<file path="src/rtl/gpio_ctrl_pkg.sv">
package gpio_ctrl_pkg;

  localparam int BUS_DW    = 32;
  localparam int BUS_AW    = 5;
  localparam int IRQ_LINES = 4;
  localparam int IRQ_GRP   = 8;

  typedef enum logic [2:0] {
    SEL_DOUT  = 3'd0,
    SEL_DIR   = 3'd1,
    SEL_BLINK = 3'd2,
    SEL_POL   = 3'd3,
    SEL_DIN   = 3'd4,
    SEL_CAUSE = 3'd5,
    SEL_EMASK = 3'd6,
    SEL_LMASK = 3'd7
  } reg_sel_e;

  function automatic reg_sel_e decode_sel(input logic [BUS_AW-1:0] addr);
    return reg_sel_e'(addr[BUS_AW-1:2]);
  endfunction

endpackage

</file>
<file path="src/rtl/gpio_rst_sync.sv">
module gpio_rst_sync (
  input  logic clk,
  input  logic rst_n,
  output logic rst_core_n
);
  logic [1:0] stage_q;
  logic [1:0] stage_d;

  always_comb stage_d = {stage_q[0], 1'b1};

  always_ff @(posedge clk or negedge rst_n) begin
    if (!rst_n) stage_q <= '0;
    else        stage_q <= stage_d;
  end

  assign rst_core_n = stage_q[1];
endmodule

</file>
<file path="src/rtl/gpio_sync.sv">
module gpio_sync #(
  parameter int W = 32
) (
  input  logic         clk,
  input  logic         rst_n,
  input  logic [W-1:0] d,
  output logic [W-1:0] q
);
  logic [W-1:0] meta_q;
  logic [W-1:0] stable_q;

  always_ff @(posedge clk or negedge rst_n) begin
    if (!rst_n) begin
      meta_q   <= '0;
      stable_q <= '0;
    end else begin
      meta_q   <= d;
      stable_q <= meta_q;
    end
  end

  assign q = stable_q;
endmodule

</file>
<file path="src/rtl/gpio_blink.sv">
module gpio_blink #(
  parameter int HALF = 1000
) (
  input  logic clk,
  input  logic rst_n,
  output logic wave
);
  localparam int CW = (HALF > 1) ? $clog2(HALF) : 1;
  localparam logic [CW-1:0] LAST = CW'(HALF - 1);

  logic [CW-1:0] cnt_q, cnt_d;
  logic          wave_q, wave_d;
  logic          wrap;

  always_comb begin
    wrap   = (cnt_q == LAST);
    cnt_d  = wrap ? '0 : cnt_q + 1'b1;
    wave_d = wrap ? ~wave_q : wave_q;
  end

  always_ff @(posedge clk or negedge rst_n) begin
    if (!rst_n) begin
      cnt_q  <= '0;
      wave_q <= 1'b0;
    end else begin
      cnt_q  <= cnt_d;
      wave_q <= wave_d;
    end
  end

  assign wave = wave_q;

  assert_blink_range_R8: assert property (@(posedge clk) disable iff (!rst_n)
    cnt_q <= LAST);

  assert_blink_toggle_R8: assert property (@(posedge clk) disable iff (!rst_n)
    !$stable(wave_q) |-> ($past(cnt_q) == LAST));
endmodule

</file>
<file path="src/rtl/gpio_event.sv">
module gpio_event
  import gpio_ctrl_pkg::*;
#(
  parameter int W = 32
) (
  input  logic                 clk,
  input  logic                 rst_n,
  input  logic [W-1:0]         din,
  input  logic                 cause_we,
  input  logic [W-1:0]         cause_wdata,
  input  logic [W-1:0]         emask,
  input  logic [W-1:0]         lmask,
  output logic [W-1:0]         cause,
  output logic [IRQ_LINES-1:0] irq
);
  logic [W-1:0] prev_q, prev_d;
  logic [W-1:0] cause_q, cause_d;
  logic [W-1:0] edge_vec;
  logic [W-1:0] pending;

  always_comb begin
    edge_vec = din & ~prev_q;
    prev_d   = din;
    cause_d  = (cause_we ? (cause_q & cause_wdata) : cause_q) | edge_vec;
    pending  = (din & lmask) | (cause_q & emask);
  end

  always_ff @(posedge clk or negedge rst_n) begin
    if (!rst_n) begin
      prev_q  <= '0;
      cause_q <= '0;
    end else begin
      prev_q  <= prev_d;
      cause_q <= cause_d;
    end
  end

  assign cause = cause_q;

  for (genvar g = 0; g < IRQ_LINES; g++) begin : g_line
    localparam int LO = g * IRQ_GRP;
    if (LO >= W) begin : g_empty
      assign irq[g] = 1'b0;
    end else begin : g_live
      localparam int HI = (LO + IRQ_GRP > W) ? W - 1 : LO + IRQ_GRP - 1;
      assign irq[g] = |pending[HI:LO];
    end
  end

  assert_edge_latches_R5: assert property (@(posedge clk) disable iff (!rst_n)
    (|edge_vec) |=> ((cause_q & $past(edge_vec)) == $past(edge_vec)));

  assert_no_spurious_cause_R5: assert property (@(posedge clk) disable iff (!rst_n)
    ((cause_q & ~$past(cause_q) & ~$past(edge_vec)) == '0));

  assert_cause_holds_R6: assert property (@(posedge clk) disable iff (!rst_n)
    !cause_we |=> ((cause_q & $past(cause_q)) == $past(cause_q)));

  assert_masked_quiet_R7: assert property (@(posedge clk) disable iff (!rst_n)
    (emask == '0 && lmask == '0) |-> (irq == '0));
endmodule

</file>
<file path="src/rtl/gpio_ctrl.sv">
module gpio_ctrl
  import gpio_ctrl_pkg::*;
#(
  parameter int NPINS      = 32,
  parameter int BLINK_HALF = 1000
) (
  input  logic                 clk,
  input  logic                 rst_n,
  input  logic                 bus_sel,
  input  logic                 bus_we,
  input  logic [BUS_AW-1:0]    bus_addr,
  input  logic [BUS_DW-1:0]    bus_wdata,
  output logic [BUS_DW-1:0]    bus_rdata,
  input  logic [NPINS-1:0]     pad_in,
  output logic [NPINS-1:0]     pad_out,
  output logic [NPINS-1:0]     pad_oe,
  output logic [IRQ_LINES-1:0] irq
);
  localparam int W = NPINS;

  logic rst_core_n;

  gpio_rst_sync u_rst (
    .clk        (clk),
    .rst_n      (rst_n),
    .rst_core_n (rst_core_n)
  );

  reg_sel_e     sel;
  logic         aligned;
  logic         wr_en;
  logic         wr_dout, wr_dir, wr_blink, wr_pol, wr_cause, wr_emask, wr_lmask;
  logic [W-1:0] wd;

  always_comb begin
    sel      = decode_sel(bus_addr);
    aligned  = (bus_addr[1:0] == 2'b00);
    wr_en    = bus_sel & bus_we & aligned;
    wr_dout  = wr_en && (sel == SEL_DOUT);
    wr_dir   = wr_en && (sel == SEL_DIR);
    wr_blink = wr_en && (sel == SEL_BLINK);
    wr_pol   = wr_en && (sel == SEL_POL);
    wr_cause = wr_en && (sel == SEL_CAUSE);
    wr_emask = wr_en && (sel == SEL_EMASK);
    wr_lmask = wr_en && (sel == SEL_LMASK);
    wd       = bus_wdata[W-1:0];
  end

  logic [W-1:0] dout_q,  dout_d;
  logic [W-1:0] dir_q,   dir_d;
  logic [W-1:0] blink_q, blink_d;
  logic [W-1:0] pol_q,   pol_d;
  logic [W-1:0] emask_q, emask_d;
  logic [W-1:0] lmask_q, lmask_d;

  always_comb begin
    dout_d  = wr_dout  ? wd : dout_q;
    dir_d   = wr_dir   ? wd : dir_q;
    blink_d = wr_blink ? wd : blink_q;
    pol_d   = wr_pol   ? wd : pol_q;
    emask_d = wr_emask ? wd : emask_q;
    lmask_d = wr_lmask ? wd : lmask_q;
  end

  always_ff @(posedge clk or negedge rst_core_n) begin
    if (!rst_core_n) begin
      dout_q  <= '0;
      dir_q   <= '1;
      blink_q <= '0;
      pol_q   <= '0;
      emask_q <= '0;
      lmask_q <= '0;
    end else begin
      dout_q  <= dout_d;
      dir_q   <= dir_d;
      blink_q <= blink_d;
      pol_q   <= pol_d;
      emask_q <= emask_d;
      lmask_q <= lmask_d;
    end
  end

  logic [W-1:0] pin_s;
  logic [W-1:0] din;
  logic [W-1:0] cause;
  logic         blink_wave;

  gpio_sync #(.W(W)) u_sync (
    .clk   (clk),
    .rst_n (rst_core_n),
    .d     (pad_in),
    .q     (pin_s)
  );

  assign din = pin_s ^ pol_q;

  gpio_event #(.W(W)) u_evt (
    .clk         (clk),
    .rst_n       (rst_core_n),
    .din         (din),
    .cause_we    (wr_cause),
    .cause_wdata (wd),
    .emask       (emask_q),
    .lmask       (lmask_q),
    .cause       (cause),
    .irq         (irq)
  );

  gpio_blink #(.HALF(BLINK_HALF)) u_blink (
    .clk   (clk),
    .rst_n (rst_core_n),
    .wave  (blink_wave)
  );

  always_comb begin
    pad_oe  = ~dir_q;
    pad_out = dout_q & ~(blink_q & {W{~blink_wave}});
  end

  always_comb begin
    bus_rdata = '0;
    if (aligned) begin
      unique case (sel)
        SEL_DOUT:  bus_rdata[W-1:0] = dout_q;
        SEL_DIR:   bus_rdata[W-1:0] = dir_q;
        SEL_BLINK: bus_rdata[W-1:0] = blink_q;
        SEL_POL:   bus_rdata[W-1:0] = pol_q;
        SEL_DIN:   bus_rdata[W-1:0] = din;
        SEL_CAUSE: bus_rdata[W-1:0] = cause;
        SEL_EMASK: bus_rdata[W-1:0] = emask_q;
        SEL_LMASK: bus_rdata[W-1:0] = lmask_q;
        default:   bus_rdata = '0;
      endcase
    end
  end
endmodule

</file>
<file path="config.mk">
export PLATFORM = sky130hd
export DESIGN_NAME = gpio_ctrl
export DESIGN_NICKNAME = d
export VERILOG_FILES = /design/src/rtl/gpio_ctrl_pkg.sv /design/src/rtl/gpio_rst_sync.sv /design/src/rtl/gpio_sync.sv /design/src/rtl/gpio_blink.sv /design/src/rtl/gpio_event.sv /design/src/rtl/gpio_ctrl.sv
export SDC_FILE = /design/constraint.sdc
export NUM_CORES = 1
export LEC_CHECK = 0
export BUFFER_PORTS_ARGS = -buffer_cell sky130_fd_sc_hd__buf_2
export CAP_MARGIN = 20
export CELL_PAD_IN_SITES_DETAIL_PLACEMENT = 1
export CELL_PAD_IN_SITES_GLOBAL_PLACEMENT = 1
export CORE_ASPECT_RATIO = 0.6
export CORE_MARGIN = 5
export CORE_UTILIZATION = 42
export DETAILED_ROUTE_END_ITERATION = 10
export PLACE_DENSITY_LB_ADDON = 0.1
export SLEW_MARGIN = 5
export SYNTH_ARGS = -nofsm -noshare
export SYNTH_HDL_FRONTEND = slang
export SYNTH_SLANG_ARGS = --single-unit
export TNS_END_PERCENT = 1
</file>
<file path="constraint.sdc">
create_clock -name clk -period 19.09 [get_ports clk]
set_clock_uncertainty 0.05 [all_clocks]
set_input_delay 3.818 -clock clk [delete_from_list [all_inputs] [get_ports clk]]
set_output_delay 3.818 -clock clk [all_outputs]
set_load 0.01 [all_outputs]
</file>
# Word level (Yosys, flattened, before mapping)
# Cells that the tools add are included.
# totals
register_bits	333
elab_cells	54
in_bits	73
output_inout_bits	100
# op_classes
mux	4
reduce_logical	13
bitwise_logic	15
n_eq_ne	8
n_addsub	1
# op_table
op	n
case mux 32 bit (8 select lines)	1
AND 32 bit	6
NOT 32 bit	3
2-to-1 mux 32 bit	2
bitwise OR 32 bit	2
OR reduction 8 bit	4
bitwise XOR 32 bit	1
equality test 3 bit, second input constant	4
adder 10 x 1 -> 10 bit, second input constant	1
equality test 10 bit, second input constant	1
2-to-1 mux 10 bit	1
logical AND 1 bit	7
equality test 3 x 2 -> 1 bit, second input constant	2
equality test 3 x 1 -> 1 bit, second input constant	1
zero test 3 bit	1
AND 1 bit	2
zero test 2 bit	1
NOT 1 bit	1

# Longest topological paths before layout
# Gate-level depths: netlist of the first run.
# logic_depth
depth_word	5
depth_mapped	7
ltp_nobuf	5

# Modules after synthesis
# A second synthesis of the first run with hierarchy kept.
# unflattened
cells_unflattened	1160
hier_area_um2	14787.9
# modules_own_cells
module	cells_per_inst	area_per_inst_um2	seq_area_each_um2	instances
gpio_ctrl	841	10108.4	4844.6	1
gpio_event	200	2466.1	1601.5	1
gpio_sync	64	1601.5	1601.5	1
gpio_blink	52	558.0	275.3	1
gpio_rst_sync	3	53.8	50.0	1

# Least setup slack after synthesis of the first run
# OpenSTA, ideal clock, no wires.
# synth_timing
path_type	input -> output
from	input port bus_addr[2]
to	output port bus_rdata[10]
slack_ns	10.161
arrival_time_ns	5.061
cell_stages	6
path_cell_list	buf_2 > nand2_1 > clkbuf_1 > nor2_1 > or3_1 > a21oi_1
# synth_via
elab_chain_cells	3
elab_cells_between_ends	10
# synth_rtl
element	line_no	source
start: declaration	gpio_ctrl.sv:11	input logic [BUS_AW-1:0] bus_addr,
equality test 3 bit, or another cell as far along	gpio_ctrl.sv:123	unique case (sel)
case mux 32 bit (8 select lines) *	gpio_ctrl.sv:123	
2-to-1 mux 32 bit *	gpio_ctrl.sv:122	if (aligned) begin
end: declaration	gpio_ctrl.sv:13	output logic [BUS_DW-1:0] bus_rdata,
# Mark *: on every way between the ends. The rest lies on a longest branch, timed or not.

# Final worst setup path of the first run
# layout_timing
from	input port bus_addr[3]
to	output port bus_rdata[14]
# The elaborated chain is that of the path after synthesis.

==> reports/qor.txt, run 1 <==
Antenna diode count = 0
# port buffers = 172
Final #Nets = 1374
Max clock buf depth = 3
Status = finished, final reports clean
GRT Max-Usage Layer = met1
DIE WIDTH = 250 um
Rows = 52
CTS Hold Buffers Added = 0
Setup Buffers After CTS = 0
Seq cells post-synth = 333
CP Data Required Time = 15.22 ns
Leakage power = 7.86 nW
DRC viols = 0
Mapped Avg Cell Area = 12.8 um2
CP Max Fanout = 61
Final hold vios = 0
Synth Cell Area = 0.0146 mm2
Global router's overall resource usage = 23.2%
VDD IR-drop max = 54.9 uV
CTS sink cnt = 333
First-pass GRT wire length = 69.4 mm
Final setup fails = 0
Setup TNS = 0 ns
Kind of critical path = in -> out
Hold WC Path Type = reg -> reg
Clk_lat worst skew = 0.52 ns
Routability cong. = 0.790
Initial antenna violation count = 0
Worst EP arrival = 6.88 ns
I/O pin count = 173
Worst-path clk slew = 0.06 ns
Post-route ant nets = 0
CP Capture Type = output port
Total wire length = 45.2 mm
Syn Nets = 1208
Vias = 9989
Startpoint Class = input pin
Drt first pass iters = 5
Met1 Use GR = 35.5%
Pre-CTS setup slack = 8.37 ns
Reg2reg path depth = 3
Via/cell ratio = 5.60
Ys async rst share = 100%
Most used DFF post-synth = dfrtp_1
Starting Density = 42.9%
Largest net degree at the start of global routing = 78
Number of synthesized flops with an enable pin = 0
H-tree depth = 2
Fraction of layout cells with a size suffix above 1 = 38.6%
CTS Buf Count = 34
Vias in the first global route = 10700
Slew HR = 22.0%
Final worst setup slack = 8.34 ns
Synth warn = 0
Hold depth = 0
CTS tree = done
M2 GR Usage = 35.0%
Worst-Margin Slew = 1.17 ns
Worst hold-check slack = 0.297 ns
Fin crit share = 56.3%
Post-CTS sizing = 0
Area Growth Syn to Fin = 17.4%
Min cycle time layout = 10.75 ns
GR Util met3 = 4.08%
Max-cap violation count = 0
Die area = 0.0386 mm2
HPWL Detailed = 29.0 mm
Overflow after GRT = 0
Fmax = 93.1 MHz
First DRT Iteration DRCs = 533
Die height = 154 um
Number of library cell types mapped by synthesis = 50
DR WL/cell = 25.3 um
Sequential area share after synthesis = 57.5%
Pins Over Slew Limit = 0
Power Dens Cells = 107 mW/mm2
Core Region = 0.0340 mm2
RSZ-0062 raised after global routing = no
Root buf cell = clkbuf_16
Synthesized instance count = 1134
[final timing paths]
check / to / start / slack (ns)
hold / removal: u_sync.q[24] / u_sync.meta_q[24] / 0.30
setup reg to reg: dout_q[2] / u_rst.stage_q[1] / 15.41
max in group asynchronous: dout_q[2] / u_rst.stage_q[1] / 15.41
setup / recovery: bus_rdata[14] / bus_addr[3] / 8.34
min in group asynchronous: u_sync.meta_q[7] / u_rst.stage_q[1] / 0.41
hold reg to reg: u_sync.q[24] / u_sync.meta_q[24] / 0.30
[cell families (layout without fill, tap and decap cells)]
| family | after synthesis | count (layout) | share of synthesized area, % |
|---|---|---|---|
| fa+ha+maj | 1 | 1 | 0.0859 |
| buf+inv | 128 | 320 | 3.73 |
| other cells | 1 | 1 | 0.0257 |
| compound gates | 260 | 260 | 11.3 |
| xor+xnor | 40 | 40 | 2.40 |
| simple gates | 147 | 147 | 5.30 |
| mux | 224 | 224 | 19.7 |
| flops | 333 | 333 | 57.5 |
[cells in the final DEF (no fill, tap or decap), types with 30 or more instances in the layout]
cell,Yosys,layout
mux2_4,30,30
nor2_1,32,31
inv_1,69,68
a21boi_0,32,32
a21oi_1,36,36
clkbuf_16,0,37
o21ai_0,97,97
mux2_2,167,167
nand2_1,37,36
dfrtp_1,301,300
buf_2,29,172
dfstp_2,32,32
[metal layers]
metal | routed length (um) | up-vias
li1 | - | 4411
met1 | 22400 | 5326
met2 | 20300 | 198
met3 | 1840 | 54
met4 | 703 | 0
met5 | 0 | -
[per-stage QoR]
step                area (um2)  cells  util (%)  power, W
finish                   17100   1785      50.4   0.00182
global route             17100   1785      50.4   0.00190
CTS                      17100   1785      50.4   0.00184
detailed placement       15900   1723      46.8   0.00110
global placement         15900   1723      46.8   0.00110
floorplan                14600   1134         -  0.000998
[worst max-delay path: stages]
cell,delay [ns]
buf_2,0.34
buf_4,0.69
inv_1,0.53
nand2_2,0.86
o21ai_0,0.16
a21oi_1,0.26
buf_2,0.19
[report_power, final]
part           internal [W]  total (W)  switching [W]  leakage [nW]
sequential         0.000787   0.000848      0.0000605          4.03
combinational      0.000117   0.000243       0.000126          3.24
clock              0.000448   0.000732       0.000284         0.594
total               0.00135    0.00182       0.000470          7.86
[state kept, by name, summed over array words and instances (netlist names)]
| register | count |
|---|---|
| blink_q | 32 |
| dir_q | 32 |
| dout_q | 32 |
| emask_q | 32 |
| lmask_q | 32 |
| pol_q | 32 |
| u_evt.cause | 32 |
| u_evt.prev_q | 32 |
| u_sync.meta_q | 32 |
| u_sync.q | 32 |
| u_blink.cnt_q | 10 |
| u_rst.stage_q | 2 |
| u_blink.wave | 1 |
[synth_stat cells, types with 2 or more instances]
library cell  instances  area share [%]
a2111oi_0             7            0.42
a211o_1               3            0.18
a21boi_0             32             1.6
a21oi_1              36             1.2
a221oi_1             16            0.96
a22o_1               23             1.4
a22oi_1               8            0.41
and2_1                3            0.13
and3_1                5            0.21
buf_1                 3           0.077
buf_2                29             1.0
buf_6                 3            0.23
clkbuf_1             23            0.59
dfrtp_1             301              52
dfstp_2              32             5.8
inv_1                69             1.8
mux2_1                2            0.15
mux2_2              167              13
mux2_4               30             3.1
mux2i_1               4            0.27
mux4_2               21             3.2
nand2_1              37            0.95
nand2b_1              3            0.13
nand3_1              16            0.55
nand4_1               2           0.086
nor2_1               32            0.82
nor2b_1               8            0.34
nor3b_1               7            0.36
o21a_1                7            0.36
o21ai_0              97             3.3
o22ai_1              27             1.2
or2_2                 2           0.086
or3_1                18            0.77
or3b_2                7            0.42
xnor2_1              13            0.78
xor2_1               27             1.6
[area by class of cell]
type	count	area, um2
fill	3558	16900
clock inverter	12	213
sequential	333	8380
clock buffer	50	1000
inverter	69	259
multi-input combinational	673	5690
tap	459	574
timing repair buffer	189	988
Power figures use the tool's default switching activity.
==> run 2, diff against run 1 <==
==> constraint.sdc (replaced) <==
create_clock -name clk -period 11.1 [get_ports clk]
set_clock_uncertainty 0.05 [all_clocks]
set_input_delay 2.22 -clock clk [delete_from_list [all_inputs] [get_ports clk]]
set_output_delay 2.22 -clock clk [all_outputs]
set_load 0.01 [all_outputs]
==> run 2 against run 1 <==
Net effect: cell area shrank 0.57%; flip-flop and latch count is the same; die area is the same; critical path depth is the same; first-iteration DRC count grew 11%; sequential share of layout area grew 0.28 points; total power grew 64%.
==> reports/qor.txt, run 2 (synthesis results as in run 1) <==
First-pass GRT wire length = 68.3 mm (-1.6%)
DIE WIDTH = 250 um (unchanged)
Hold WC Path Type = reg -> async
Starting Density = 42.9% (unchanged)
Fmax = 134 MHz
Status = finished, final reports clean
DRC viols = 0 (unchanged)
Max clock buf depth = 3 (unchanged)
Post-CTS sizing = 0 (unchanged)
HPWL Detailed = 28.1 mm (-3.1%)
Post-route ant nets = 0 (unchanged)
H-tree depth = 1 (-1)
Clk_lat worst skew = 0.57 ns (+0.05 ns)
Largest net degree at the start of global routing = 140 (+79%)
Global router's overall resource usage = 22.6% (-0.57 points)
Reg2Reg Setup Slack = 8.89 ns (-6.52 ns)
Min cycle time layout = 7.44 ns
Most frequent cells in the layout = dfrtp_1, buf_2, mux2_2, o21ai_0, inv_1
Routed wl met3 = 2.07 mm (+12%)
Pins Over Slew Limit = 0 (unchanged)
# port buffers = 172 (unchanged)
Util after Layout = 50.1% (-0.29 points)
Setup Buffers After CTS = 0 (unchanged)
Rows = 52 (unchanged)
Worst-Margin Slew = 1.01 ns (-0.153 ns)
FF-to-FF Start = u_rst.stage_q[1]
Final setup fails = 0 (unchanged)
CP Capture Type = output port
Core Region = 0.0340 mm2 (unchanged)
Worst-path clk slew = 0.06 ns (about the same)
Kind of critical path = in -> out
Antenna diode count = 0 (unchanged)
CTS Buf Count = 31 (-8.8%)
# fillers = 3529 (-0.82%)
Final #Nets = 1372 (-0.15%)
Startpoint Class = input pin
VDD IR-drop max = 109 uV (+99%)
Setup crit end = bus_rdata[17]
Setup TNS = 0 ns (unchanged)
Fraction of layout cells with a size suffix above 1 = 38.9% (+0.27 points)
Initial antenna violation count = 1 (+1)
Top sig layer = met5
Worst EP arrival = 5.17 ns (-1.71 ns)
Routability cong. = 0.805 (+1.9%)
Total wire length = 44.1 mm (-2.5%)
Die height = 154 um (unchanged)
Reg2reg path depth = 3 (unchanged)
Via/cell ratio = 5.58 (-0.21%)
Die area = 0.0386 mm2 (unchanged)
DR WL/cell = 24.8 um (-2.3%)
CP Max Fanout = 33 (-46%)
Drt first pass iters = 4 (-1)
Commonest non-fill, non-tap cell in the layout = dfrtp_1
CP Launch Point = bus_addr[4]
First DRT Iteration DRCs = 589 (+11%)
Slew HR = 32.1% (+10 points)
CTS Hold Buffers Added = 0 (unchanged)
Fin crit share = 67.1%
I/O pin count = 173 (unchanged)
CTS tree = done
CTS sink cnt = 333 (unchanged)
Max-cap violation count = 0 (unchanged)
Vias = 9946 (-0.43%)
CP Data Required Time = 8.83 ns (-6.39 ns)
Met2 routed WL = 19.4 mm (-4.7%)
Final hold vios = 0 (unchanged)
Leakage power = 7.81 nW (-0.56%)
Root buf cell = clkbuf_16
Vias in the first global route = 10900 (+1.6%)
Reg-to-Reg End = dir_q[0]
Overflow after GRT = 0 (unchanged)
Met1 Routed Length = 21.9 mm (-2.0%)
Power Dens Cells = 176 mW/mm2 (+65%)
RSZ-0062 raised after global routing = no
Area Growth Syn to Fin = 16.7%
[run 2: cell types whose count changed in the layout (fill, tap and decap cells not counted), sizes merged]
cell,previous run,this run
clkbuf,50,37
clkinv,5,12
buf,189,190
bufinv,6,5
clkinvlp,1,2
inv,69,70
[run 2: per-stage QoR]
stage	cells	setup WS, ns	hold slack [ns]	cell area, um2	total power (W)
after floorplan	1134	1.14	0.281	14600	0.00172
after global placement	1722	3.62	0.282	15900	0.00188
after detailed placement	1722	3.61	0.286	15900	0.00189
after CTS	1779	3.63	0.300	17000	0.00303
after global routing	1781	3.49	0.303	17000	0.00313
final	1781	3.66	0.297	17000	0.00299
[run 2: layer usage]
metal | track usage (%) | vias up
li1 | - | 4406
met1 | 34.3 | 5293
met3 | 4.40 | 50
met5 | 0 | -
met4 | 4.60 | 2
met2 | 34.2 | 195
[run 2: layout make-up]
type                       instances  area (um2)  area share (%)
clock inverter                    20         241            1.42
sequential                       333        8380            49.3
tap                              459         574            3.38
multi-input combinational        673        5690            33.5
inverter                          69         259            1.52
clock buffer                      37         818            4.81
timing repair buffer             190        1050            6.16
[run 2: critical path, stage by stage]
cell     delay [ns]
buf_2          0.55
buf_4          0.63
nor2_2         0.26
nand2_2        0.81
o21ai_0        0.16
a21oi_1        0.31
buf_2          0.20
[run 2: power by group]
part	internal, W	switching, W	leakage [nW]
Clock	0.000644	0.000474	0.524
Combinational	0.000203	0.000216	3.26
Sequential	0.00135	0.000102	4.03
[run 2: how the worst min path moves through the flow]
stage	startpoint	cells after the start	endpoint
finish	u_rst.stage_q[1]	0	dout_q[9]
global route	u_sync.meta_q[8]	0	u_sync.q[8]
CTS	u_sync.meta_q[21]	0	u_sync.q[21]
detailed placement	u_sync.meta_q[21]	0	u_sync.q[21]
global placement	u_sync.meta_q[8]	0	u_sync.q[8]
floorplan	u_rst.stage_q[0]	0	u_rst.stage_q[1]
==> run 3, diff against run 2 <==
==> constraint.sdc (replaced) <==
create_clock -name clk -period 7 [get_ports clk]
set_clock_uncertainty 0.05 [all_clocks]
set_input_delay 1.4 -clock clk [delete_from_list [all_inputs] [get_ports clk]]
set_output_delay 1.4 -clock clk [all_outputs]
set_load 0.01 [all_outputs]
==> run 3 against run 2 <==
Net effect: worst hold slack lost 0.0026 ns; via count grew 0.89%; total power grew 63%; routed wire length grew 2.0%; cell area grew 0.68%; non-clock buffer count grew 6; critical path depth grew 1; worst setup slack lost 1.9 ns; cell count grew 0.73%; largest cell class unchanged.
==> reports/qor.txt, run 3 (synthesis results as in run 1) <==
Root buf cell = clkbuf_16
Core Region = 0.0340 mm2 (unchanged)
Global router's overall resource usage = 23.0% (+0.35 points)
H-tree depth = 2 (+1)
CP Capture Type = output port
Gate power share = 13.7% (-0.3 points)
Drt first pass iters = 6 (+2)
Max clock buf depth = 3 (unchanged)
Worst-path clk slew = 0.06 ns (about the same)
Clock network power share = 38.8% (+1.4 points)
First DRT Iteration DRCs = 656 (+11%)
Leakage power = 7.87 nW (+0.77%)
Starting Density = 42.9% (unchanged)
Reg power frac = 47.5% (-1.1 points)
CP Max Fanout = 24 (-27%)
Post-route ant nets = 0 (unchanged)
Pins Over Slew Limit = 0 (unchanged)
Fraction of layout cells with a size suffix above 1 = 38.7% (-0.23 points)
DRC viols = 0 (unchanged)
# fillers = 3530 (+0.028%)
Commonest non-fill, non-tap cell in the layout = dfrtp_1
Die area = 0.0386 mm2 (unchanged)
Total wire length = 45.0 mm (+2.0%)
Total power = 0.00487 W (+63%)
Final #Nets = 1383 (+0.80%)
Via/cell ratio = 5.59 (+0.16%)
Setup TNS = 0 ns (unchanged)
CTS Buf Count = 36 (+16%)
Switching Power = 0.00129 W (+63%)
Largest net degree at the start of global routing = 141 (+0.71%)
Hold WC Path Type = reg -> async
Switching Fraction = 26.5% (+0.048 points)
Post-CTS sizing = 0 (unchanged)
Final setup fails = 0 (unchanged)
Initial antenna violation count = 1 (unchanged)
CTS sink cnt = 333 (unchanged)
Clk_lat worst skew = 0.53 ns (-0.04 ns)
VDD IR-drop max = 142 uV (+30%)
Rows = 52 (unchanged)
Most frequent cells in the layout = dfrtp_1, buf_2, mux2_2, o21ai_0, inv_1
Status = finished, final reports clean
Pre-CTS setup slack = 1.75 ns (-1.86 ns)
Worst hold-check slack = 0.295 ns (-0.00256 ns)
Slew HR = 28.6% (-3.5 points)
First-pass GRT wire length = 69.1 mm (+1.2%)
Routability cong. = 0.811 (+0.78%)
# port buffers = 172 (unchanged)
Fmax = 190 MHz
Area Growth Syn to Fin = 17.5%
Fin area = 0.0171 mm2 (+0.68%)
Startpoint Class = input pin
Die height = 154 um (unchanged)
Min cycle time layout = 5.26 ns
Met1 Use GR = 35.1% (+0.75 points)
Multi-input gate area = 0.00569 mm2 (about the same)
Final hold vios = 0 (unchanged)
FF+latch area = 0.00838 mm2 (unchanged)
DR WL/cell = 25.1 um (+1.3%)
CP Data Required Time = 5.55 ns (-3.28 ns)
RSZ-0062 raised after global routing = no
Pint = 0.00358 W (+62%)
Max-cap violation count = 0 (unchanged)
Fin crit share = 75.1%
Setup Buffers After CTS = 0 (unchanged)
Power Dens Cells = 284 mW/mm2 (+61%)
I/O pin count = 173 (unchanged)
Vias in the first global route = 11000 (+1.1%)
Final worst setup slack = 1.74 ns (-1.91 ns)
GR Util met3 = 3.24% (-1.2 points)
CTS tree = done
Vias = 10000 (+0.89%)
M2 GR Usage = 35.3% (+1.1 points)
DIE WIDTH = 250 um (unchanged)
Worst EP arrival = 3.81 ns (-1.36 ns)
Kind of critical path = in -> out
GRT Max-Usage Layer = met2
Antenna diode count = 0 (unchanged)
Worst-Margin Slew = 1.07 ns (+0.0537 ns)
Placed Instance Area = 0.0159 mm2 (+0.34%)
HPWL Detailed = 29.2 mm (+3.9%)
Overflow after GRT = 0 (unchanged)
CTS Hold Buffers Added = 0 (unchanged)
-- run 3: cell count changes in the layout (fill, tap and decap cells not counted), sizes merged --
| cell | before | now |
|---|---|---|
| clkbuf | 37 | 59 |
| clkinv | 12 | 4 |
| inv | 70 | 69 |
| clkinvlp | 2 | 0 |
| bufinv | 5 | 1 |
| buf | 190 | 196 |
-- run 3: worst paths after layout --
path                       cells past startpoint         startpoint            end  slack [ns]
setup / recovery                               8        bus_addr[4]  bus_rdata[31]        1.74
hold / removal                                 0   u_rst.stage_q[1]      dout_q[9]        0.29
setup reg to reg                               2   u_rst.stage_q[1]    u_sync.q[0]        4.90
hold reg to reg                                0   u_rst.stage_q[1]      dout_q[9]        0.29
max in group asynchronous                      2   u_rst.stage_q[1]    u_sync.q[0]        4.90
min in group clk                               0  u_sync.meta_q[26]   u_sync.q[26]        0.30
-- run 3: worst max-delay path, stage by stage --
cell      delay (ns)
buf_2           0.11
buf_4           0.37
nand2b_1        0.66
buf_4           0.39
o22ai_1         0.12
or3_1           0.32
a21oi_1         0.22
buf_2           0.17
-- run 3: layer usage --
metal  routed length, um  vias to the layer above  part of all wire (%)
li1                    -                     4427                     -
met2               20100                      227                    45
met1               22200                     5326                    49
met3                1830                       55                   4.1
met5                   0                        -                     0
met4                 775                        0                   1.7
-- run 3: area by class of cell --
cell class	instances	share of cell area, %
clock buffers	59	6.42
flip-flops and latches	333	48.9
inverters	69	1.51
clock inverters	5	0.292
well taps	459	3.35
repair buffers	196	6.27
multi-input cells	673	33.2
-- run 3: through the flow --
step | instances | util [%]
finish | 1794 | 50.4
global route | 1794 | 50.4
CTS | 1793 | 50.3
detailed placement | 1729 | 47.0
global placement | 1729 | 47.0
floorplan | 1134 | -
-- run 3: power groups by stage --
stage               sequential, W  clock, W  combinational (W)
global route              0.00233   0.00202           0.000727
detailed placement        0.00234         0           0.000669
CTS                       0.00231   0.00194           0.000674
floorplan                 0.00230         0           0.000422
finish                    0.00231   0.00189           0.000665
global placement          0.00233         0           0.000657
